[src/rtl/qdr_pkg.sv]
package qdr_pkg;

  // Beat position inside one memory cycle.
  typedef enum logic {
    BEAT_PRI = 1'b0,
    BEAT_SEC = 1'b1
  } beat_e;

  // Word slot inside a two-word burst.
  typedef enum logic {
    SLOT_W0 = 1'b0,
    SLOT_W1 = 1'b1
  } slot_e;

endpackage

[src/rtl/qdr_phase.sv]
module qdr_phase
  import qdr_pkg::*;
(
  input  logic clk,
  input  logic rst_n,
  output logic is_pri
);

  beat_e beat_q;
  beat_e beat_d;

  always_comb begin
    beat_d = (beat_q == BEAT_PRI) ? BEAT_SEC : BEAT_PRI;
  end

  always_ff @(posedge clk or negedge rst_n) begin
    if (!rst_n) beat_q <= BEAT_PRI;
    else        beat_q <= beat_d;
  end

  assign is_pri = (beat_q == BEAT_PRI);

endmodule

[src/rtl/qdr_wr_stage.sv]
module qdr_wr_stage #(
  parameter int ADDR_W = 6,
  parameter int BYTE_W = 9,
  parameter int NBYTE  = 2
) (
  input  logic                     clk,
  input  logic                     rst_n,
  input  logic                     is_pri,
  input  logic                     wr_sel_n,
  input  logic [ADDR_W-1:0]        addr,
  input  logic [BYTE_W*NBYTE-1:0]  wdata,
  input  logic [NBYTE-1:0]         wbe_n,
  output logic                     pend_v,
  output logic [ADDR_W-1:0]        pend_addr,
  output logic [BYTE_W*NBYTE-1:0]  pend_w0,
  output logic [BYTE_W*NBYTE-1:0]  pend_w1,
  output logic [NBYTE-1:0]         pend_m0,
  output logic [NBYTE-1:0]         pend_m1
);

  localparam int WORD_W = BYTE_W * NBYTE;

  logic              act_q, act_d;
  logic [WORD_W-1:0] hw0_q, hw0_d;
  logic [NBYTE-1:0]  hm0_q, hm0_d;

  logic              pv_d;
  logic [ADDR_W-1:0] pa_d;
  logic [WORD_W-1:0] pw0_d, pw1_d;
  logic [NBYTE-1:0]  pm0_d, pm1_d;

  // Primary beat: word 0 is held. Secondary beat: the burst is completed into the pending slot.
  always_comb begin
    act_d = act_q;
    hw0_d = hw0_q;
    hm0_d = hm0_q;
    pv_d  = pend_v;
    pa_d  = pend_addr;
    pw0_d = pend_w0;
    pw1_d = pend_w1;
    pm0_d = pend_m0;
    pm1_d = pend_m1;
    if (is_pri) begin
      act_d = !wr_sel_n;
      if (!wr_sel_n) begin
        hw0_d = wdata;
        hm0_d = ~wbe_n;
      end
    end else begin
      pv_d = act_q;
      if (act_q) begin
        pa_d  = addr;
        pw0_d = hw0_q;
        pm0_d = hm0_q;
        pw1_d = wdata;
        pm1_d = ~wbe_n;
      end
    end
  end

  always_ff @(posedge clk or negedge rst_n) begin
    if (!rst_n) begin
      act_q     <= 1'b0;
      hw0_q     <= '0;
      hm0_q     <= '0;
      pend_v    <= 1'b0;
      pend_addr <= '0;
      pend_w0   <= '0;
      pend_w1   <= '0;
      pend_m0   <= '0;
      pend_m1   <= '0;
    end else begin
      act_q     <= act_d;
      hw0_q     <= hw0_d;
      hm0_q     <= hm0_d;
      pend_v    <= pv_d;
      pend_addr <= pa_d;
      pend_w0   <= pw0_d;
      pend_w1   <= pw1_d;
      pend_m0   <= pm0_d;
      pend_m1   <= pm1_d;
    end
  end

endmodule

[src/rtl/qdr_array.sv]
module qdr_array #(
  parameter int ADDR_W = 6,
  parameter int BYTE_W = 9,
  parameter int NBYTE  = 2
) (
  input  logic                     clk,
  input  logic                     rst_n,
  input  logic                     commit,
  input  logic                     fwd_v,
  input  logic [ADDR_W-1:0]        c_addr,
  input  logic [BYTE_W*NBYTE-1:0]  c_w0,
  input  logic [BYTE_W*NBYTE-1:0]  c_w1,
  input  logic [NBYTE-1:0]         c_m0,
  input  logic [NBYTE-1:0]         c_m1,
  input  logic [ADDR_W-1:0]        r_addr,
  output logic [BYTE_W*NBYTE-1:0]  r_w0,
  output logic [BYTE_W*NBYTE-1:0]  r_w1
);

  localparam int WORD_W = BYTE_W * NBYTE;
  localparam int DEPTH  = 1 << ADDR_W;

  logic [WORD_W-1:0] mem0 [DEPTH];
  logic [WORD_W-1:0] mem1 [DEPTH];
  logic              hit;

  always_ff @(posedge clk or negedge rst_n) begin
    if (!rst_n) begin
      for (int i = 0; i < DEPTH; i++) begin
        mem0[i] <= '0;
        mem1[i] <= '0;
      end
    end else if (commit) begin
      for (int j = 0; j < NBYTE; j++) begin
        if (c_m0[j]) mem0[c_addr][j*BYTE_W +: BYTE_W] <= c_w0[j*BYTE_W +: BYTE_W];
        if (c_m1[j]) mem1[c_addr][j*BYTE_W +: BYTE_W] <= c_w1[j*BYTE_W +: BYTE_W];
      end
    end
  end

  assign hit = fwd_v && (c_addr == r_addr);

  // Per-byte merge: enabled bytes of the pending write take precedence over the array.
  for (genvar g = 0; g < NBYTE; g++) begin : g_merge
    assign r_w0[g*BYTE_W +: BYTE_W] = (hit && c_m0[g]) ? c_w0[g*BYTE_W +: BYTE_W]
                                                       : mem0[r_addr][g*BYTE_W +: BYTE_W];
    assign r_w1[g*BYTE_W +: BYTE_W] = (hit && c_m1[g]) ? c_w1[g*BYTE_W +: BYTE_W]
                                                       : mem1[r_addr][g*BYTE_W +: BYTE_W];
  end

endmodule

[src/rtl/qdr_rd_pipe.sv]
module qdr_rd_pipe #(
  parameter int WORD_W = 18
) (
  input  logic              clk,
  input  logic              rst_n,
  input  logic              is_pri,
  input  logic              lat_long,
  input  logic              rd_go,
  input  logic [WORD_W-1:0] rd_w0,
  input  logic [WORD_W-1:0] rd_w1,
  output logic [WORD_W-1:0] rdata,
  output logic              rvalid,
  output logic              rstrobe
);

  // Stage a loads at primary beats, b at secondary beats, c at primary beats.
  logic              a_v, b_v, c_v;
  logic [WORD_W-1:0] a_w0, a_w1, b_w0, b_w1, c_w0, c_w1;
  logic              a_v_d, b_v_d, c_v_d;
  logic [WORD_W-1:0] a_w0_d, a_w1_d, b_w0_d, b_w1_d, c_w0_d, c_w1_d;
  logic              o_v_d, o_s_d;
  logic [WORD_W-1:0] o_w_d, o_sel;

  always_comb begin
    a_v_d = a_v;  a_w0_d = a_w0;  a_w1_d = a_w1;
    b_v_d = b_v;  b_w0_d = b_w0;  b_w1_d = b_w1;
    c_v_d = c_v;  c_w0_d = c_w0;  c_w1_d = c_w1;
    if (is_pri) begin
      a_v_d = rd_go;
      if (rd_go) begin
        a_w0_d = rd_w0;
        a_w1_d = rd_w1;
      end
      c_v_d  = b_v;
      c_w0_d = b_w0;
      c_w1_d = b_w1;
      o_v_d  = lat_long ? c_v  : b_v;
      o_sel  = lat_long ? c_w1 : b_w0;
    end else begin
      b_v_d  = a_v;
      b_w0_d = a_w0;
      b_w1_d = a_w1;
      o_v_d  = lat_long ? c_v  : b_v;
      o_sel  = lat_long ? c_w0 : b_w1;
    end
    o_w_d = o_v_d ? o_sel : '0;
    o_s_d = rstrobe ^ o_v_d;
  end

  always_ff @(posedge clk or negedge rst_n) begin
    if (!rst_n) begin
      a_v <= 1'b0;  a_w0 <= '0;  a_w1 <= '0;
      b_v <= 1'b0;  b_w0 <= '0;  b_w1 <= '0;
      c_v <= 1'b0;  c_w0 <= '0;  c_w1 <= '0;
      rvalid  <= 1'b0;
      rdata   <= '0;
      rstrobe <= 1'b0;
    end else begin
      a_v <= a_v_d;  a_w0 <= a_w0_d;  a_w1 <= a_w1_d;
      b_v <= b_v_d;  b_w0 <= b_w0_d;  b_w1 <= b_w1_d;
      c_v <= c_v_d;  c_w0 <= c_w0_d;  c_w1 <= c_w1_d;
      rvalid  <= o_v_d;
      rdata   <= o_w_d;
      rstrobe <= o_s_d;
    end
  end

endmodule

[src/rtl/qdr_burst_sram.sv]
module qdr_burst_sram #(
  parameter int ADDR_W = 6,
  parameter int BYTE_W = 9,
  parameter int NBYTE  = 2,
  localparam int WORD_W = BYTE_W * NBYTE
) (
  input  logic              clk,
  input  logic              rst_n,
  input  logic              lat_long,
  input  logic              rd_sel_n,
  input  logic              wr_sel_n,
  input  logic [ADDR_W-1:0] addr,
  input  logic [WORD_W-1:0] wdata,
  input  logic [NBYTE-1:0]  wbe_n,
  output logic [WORD_W-1:0] rdata,
  output logic              rvalid,
  output logic              rstrobe,
  output logic              beat_k
);

  logic              is_pri;
  logic              pend_v;
  logic [ADDR_W-1:0] pend_addr;
  logic [WORD_W-1:0] pend_w0, pend_w1;
  logic [NBYTE-1:0]  pend_m0, pend_m1;
  logic [WORD_W-1:0] rd_w0, rd_w1;
  logic              rd_go;
  logic              commit;

  qdr_phase u_phase (
    .clk    (clk),
    .rst_n  (rst_n),
    .is_pri (is_pri)
  );

  qdr_wr_stage #(.ADDR_W(ADDR_W), .BYTE_W(BYTE_W), .NBYTE(NBYTE)) u_wr (
    .clk       (clk),
    .rst_n     (rst_n),
    .is_pri    (is_pri),
    .wr_sel_n  (wr_sel_n),
    .addr      (addr),
    .wdata     (wdata),
    .wbe_n     (wbe_n),
    .pend_v    (pend_v),
    .pend_addr (pend_addr),
    .pend_w0   (pend_w0),
    .pend_w1   (pend_w1),
    .pend_m0   (pend_m0),
    .pend_m1   (pend_m1)
  );

  // The pending write lands at the primary beat that follows its completion.
  assign commit = is_pri && pend_v;
  assign rd_go  = is_pri && !rd_sel_n;

  qdr_array #(.ADDR_W(ADDR_W), .BYTE_W(BYTE_W), .NBYTE(NBYTE)) u_array (
    .clk    (clk),
    .rst_n  (rst_n),
    .commit (commit),
    .fwd_v  (pend_v),
    .c_addr (pend_addr),
    .c_w0   (pend_w0),
    .c_w1   (pend_w1),
    .c_m0   (pend_m0),
    .c_m1   (pend_m1),
    .r_addr (addr),
    .r_w0   (rd_w0),
    .r_w1   (rd_w1)
  );

  qdr_rd_pipe #(.WORD_W(WORD_W)) u_rd (
    .clk      (clk),
    .rst_n    (rst_n),
    .is_pri   (is_pri),
    .lat_long (lat_long),
    .rd_go    (rd_go),
    .rd_w0    (rd_w0),
    .rd_w1    (rd_w1),
    .rdata    (rdata),
    .rvalid   (rvalid),
    .rstrobe  (rstrobe)
  );

  assign beat_k = is_pri;

endmodule

[config.mk]
export PLATFORM = sky130hd
export DESIGN_NAME = qdr_burst_sram
export DESIGN_NICKNAME = d
export VERILOG_FILES = /design/src/rtl/qdr_pkg.sv /design/src/rtl/qdr_phase.sv /design/src/rtl/qdr_wr_stage.sv /design/src/rtl/qdr_array.sv /design/src/rtl/qdr_rd_pipe.sv /design/src/rtl/qdr_burst_sram.sv
export SDC_FILE = /design/constraint.sdc
export NUM_CORES = 2
export LEC_CHECK = 0
export BUFFER_PORTS_ARGS = -buffer_cell sky130_fd_sc_hd__buf_2
export CORE_UTILIZATION = 56
export CTS_CLUSTER_DIAMETER = 80
export DETAILED_ROUTE_END_ITERATION = 16
export HOLD_SLACK_MARGIN = 0.05
export PLACE_DENSITY = 0.82
export SETUP_SLACK_MARGIN = 0.2
export SLEW_MARGIN = 5
export SYNTH_ARGS = -nofsm -noshare
export SYNTH_HDL_FRONTEND = slang
export SYNTH_SLANG_ARGS = --single-unit
[constraint.sdc]
create_clock -name clk -period 2.4 [get_ports clk]
set_input_delay 0.48 -clock clk [delete_from_list [all_inputs] [get_ports clk]]
set_output_delay 0.48 -clock clk [all_outputs]
set_load 0.05 [all_outputs]
==> impl_results.md <==
* Worst Path Class, Setup: reg -> reg
* FF-to-FF setup slack at 90 ps
* Status: finished clean
* Iter 0 DRT Violations at 7596
* Mean Syn Cell Area at 15.4 um2
* Crit path max fanout at 9
* IO Port Bufs at a little over 50
* Area share of the largest cell type after synthesis at a little under three fifths
* Count leader, synth: dfrtp_1
* # DRC at 0
* Reg2reg end: u_array.mem1[1069]
* Htree depth at 5
* Synth cell types at 52
* Drt pass-1 iters at 7
* Largest net degree at the start of global routing at 111
* Critical Path AT at 3100 ps
* Post-DR wirelength/cell at 30.1 um
* Largest vdd supply drop at 0.000666 V
* Achievable Freq at 0.433 GHz
* Cell leakage power at roughly 0.062 uW
* Cell Chain, Critical Path: clkbuf_4, or3_1, nor2_1, buf_4, nand2_2, mux2_2
* Overall Global Routing Usage at approximately a third
* Layout area overhead at 16.7%
* Total grt overflow at 0
* CTS Sinks at 2504
* Clock Skew at 65.4 ps
* CP Launch Type: register
* Period utilisation layout at 96.3%
* Async S/R FF share, synth at 100%
* Critical Path RT at approximately 3200 ps
* Clock network power share at 42.3%
* Max Cap Viol at 0
* Warnings from Yosys at 0
* Hold Crit Class: in -> async
* P_sw at 23500 uW
* Sw Share at 24.3%
* Routed vias at approximately 70000
* Die ar. at 0.201 mm2
* TritonCTS clock tree: yes
* Vert. Die Dim at 448 um
* Core Box Area at 0.197 mm2
* Seq pwr share at between 40% and 50%
* Drt total wl at approximately 320 mm
* Clk root buf: clkbuf_16
* Top post-synthesis cells by area: dfrtp_1 56%, mux2_2 24%, mux4_2 12%
* Reg2Reg Depth at 6
* First-pass GRT wire length at ~480 mm
* Max stage delay on crit path at 480 ps
* DR vias/cell at 6.59
* Seq cells post-synth at 2504
* Pwr/cell area at 743 mW/mm2
* Worst Max-Slew Pin Slew at ~1000 ps
* Total Power at 96600 uW
* Starting Density at 56.4%
* Syn Std Cell Area at 0.111 mm2
* Internal at around 73000 uW
* Unrepaired setup endpoints after global routing: true
* HPWL after DPL at 214 mm
* Number of synthesized flops with an enable pin at 0
* Rel. slew slack at between 30% and 40%
* Sequential fraction of the synthesis area at a little under three fifths
* Buffers from clock root to sink, at most at 4
* Post-Synthesis Cells at 7221
* Chip width at 448 um
* Row count at 163
* Clock slew at reported path FFs at 60 ps
* Dominant cell type by area after synthesis: dfrtp_1
* Fin crit period at around 2300 ps
* Max Slew Vio Count at 0
* Share of cells above drive strength 1 at 53.9%
* I/O pins at 52
* Worst setup EP type: register
* Nets at approximately 7800
* Post-synth top cells: 2504 x dfrtp_1, 2352 x mux2_2, 601 x mux4_2
* Top Family by Delay on Critical Path: simple AND/OR/NAND/NOR gates
* Fin Hold WS at 152 ps
* GPL Wtd Cong at 0.949
* WP buf/inv at 2
* Routed Antenna Nets at 0
* Final hold viol count at 0
* Initial antenna violation count at 14
* Worst skew pair latency at 960 ps
* Syn Nets at 7252
* RR Startpoint: u_wr.pend_addr[4]
* Slowest stage cell, crit path: dfrtp_2
* Setup Viol. Count Final at 0
* Comb power frac at about 9.0%
* Ys flop type: dfrtp_1
* TritonCTS Buffers at 274
* Vias in the first global route at 75000
* Setup TNS at 0 ps
-- power by group through the flow --
| stage | clock network, uW | registers (uW) | logic [uW] |
|---|---|---|---|
| 2_1_floorplan | 0 | 46400 | 5540 |
| 3_3_place_gp | 0 | 47300 | 8220 |
| 3_5_place_dp | 0 | 47600 | 8540 |
| 4_1_cts | 41200 | 46900 | 8690 |
| 5_1_grt | 42900 | 47200 | 9290 |
| 6_report | 40900 | 47000 | 8730 |
-- registers in the layout, indices dropped and copies added, names as in the netlist, 2 cells and up --
signal	flops
u_array.mem0	1152
u_array.mem1	1152
u_rd.a_w0	18
u_rd.a_w1	18
u_rd.b_w0	18
u_rd.b_w1	18
u_rd.c_w0	18
u_rd.c_w1	18
u_rd.rdata	18
u_wr.hw0_q	18
u_wr.pend_w0	18
u_wr.pend_w1	18
u_wr.pend_addr	6
u_wr.hm0_q	2
u_wr.pend_m0	2
u_wr.pend_m1	2
-- placed cells by master, fill, tap and decap left out, types with 5 or more instances in the layout --
cell	n
a22oi_1	247
buf_2	46
and2_1	8
and3_1	6
xnor2_1	7
buf_6	27
clkbuf_8	51
a21oi_1	129
a221oi_1	5
buf_12	156
dfrtp_1	2461
clkinv_2	34
diode_2	16
mux2_2	2351
a31oi_1	6
clkinvlp_4	5
bufinv_16	11
clkbuf_16	281
o41ai_1	7
o21ai_0	32
nor2_1	210
clkbuf_1	65
nor4_1	20
buf_4	594
nor2_2	18
dlygate4sd3_1	22
nand2_2	29
nand4_1	5
mux2i_1	30
nand2_4	13
mux4_2	602
nand2_1	350
dfrtp_2	42
nand3_1	6
nor2_4	10
nor2b_1	23
-- per-stage QoR --
stage,utilization (%),cells,cell area (um2),setup slack [ps]
3_5_place_dp,61.0,10100,120000,-540
2_1_floorplan,-,7221,112000,-33.7
4_1_cts,65.7,10600,130000,45.8
3_3_place_gp,61.0,10100,120000,-499
5_1_grt,65.8,10600,130000,83.9
6_report,65.8,10700,130000,89.3
-- routing by layer --
| metal | up-vias | global-route usage (%) | wire length (um) |
|---|---|---|---|
| met5 | - | 0 | 277 |
| met4 | 20 | 18.7 | 19700 |
| met3 | 880 | 8.14 | 28700 |
| met2 | 3426 | 49.1 | 149000 |
| met1 | 37900 | 43.2 | 123000 |
| li1 | 28000 | - | - |
-- cell families (layout without fill, tap and decap cells) --
group           Yosys count  in the layout  share of synthesized area, %
mux                    2985           2985                          36.2
compound gates          455            455                          2.73
buf+inv                 539           1312                          1.98
other cells               0             16                             0
flops                  2504           2504                          56.3
xor+xnor                  7              7                        0.0551
simple gates            731            731                          2.71
-- worst max-delay path by stage --
stage / start / end / depth (start not counted)
final: u_wr.pend_addr[4] / u_array.mem1[1069] / 6
after CTS: u_phase.beat_q / beat_k / 3
after detailed placement: addr[0] / u_rd.a_w0[8] / 9
after global routing: u_wr.pend_addr[4] / u_array.mem1[1065] / 6
after global placement: addr[0] / u_rd.a_w0[6] / 8
after floorplan: addr[0] / u_rd.a_w1[9] / 7
-- area by class of cell --
| type | count | area (um2) |
|---|---|---|
| repair buffers | 851 | 8450 |
| multi-input cells | 4178 | 46800 |
| clock buffers | 397 | 7980 |
| flip-flops and latches | 2504 | 62700 |
| diodes | 16 | 40.0 |
| clock inverters | 57 | 602 |
| fillers | 12900 | 67400 |
| inverters | 7 | 38.8 |
| well taps | 2640 | 3300 |
-- what timing repair did --
item / 4_1_cts / 5_1_grt
gates resized for setup: 78 / 74
hold endpoints to repair: 249 / 0
pin swaps: 2 / 1
hold buffers: 22 / 0
buffers inserted: 8 / 3
setup endpoints to repair: 1262 / 939
gates cloned: 2 / 1
(Power assumes the default switching activity.)
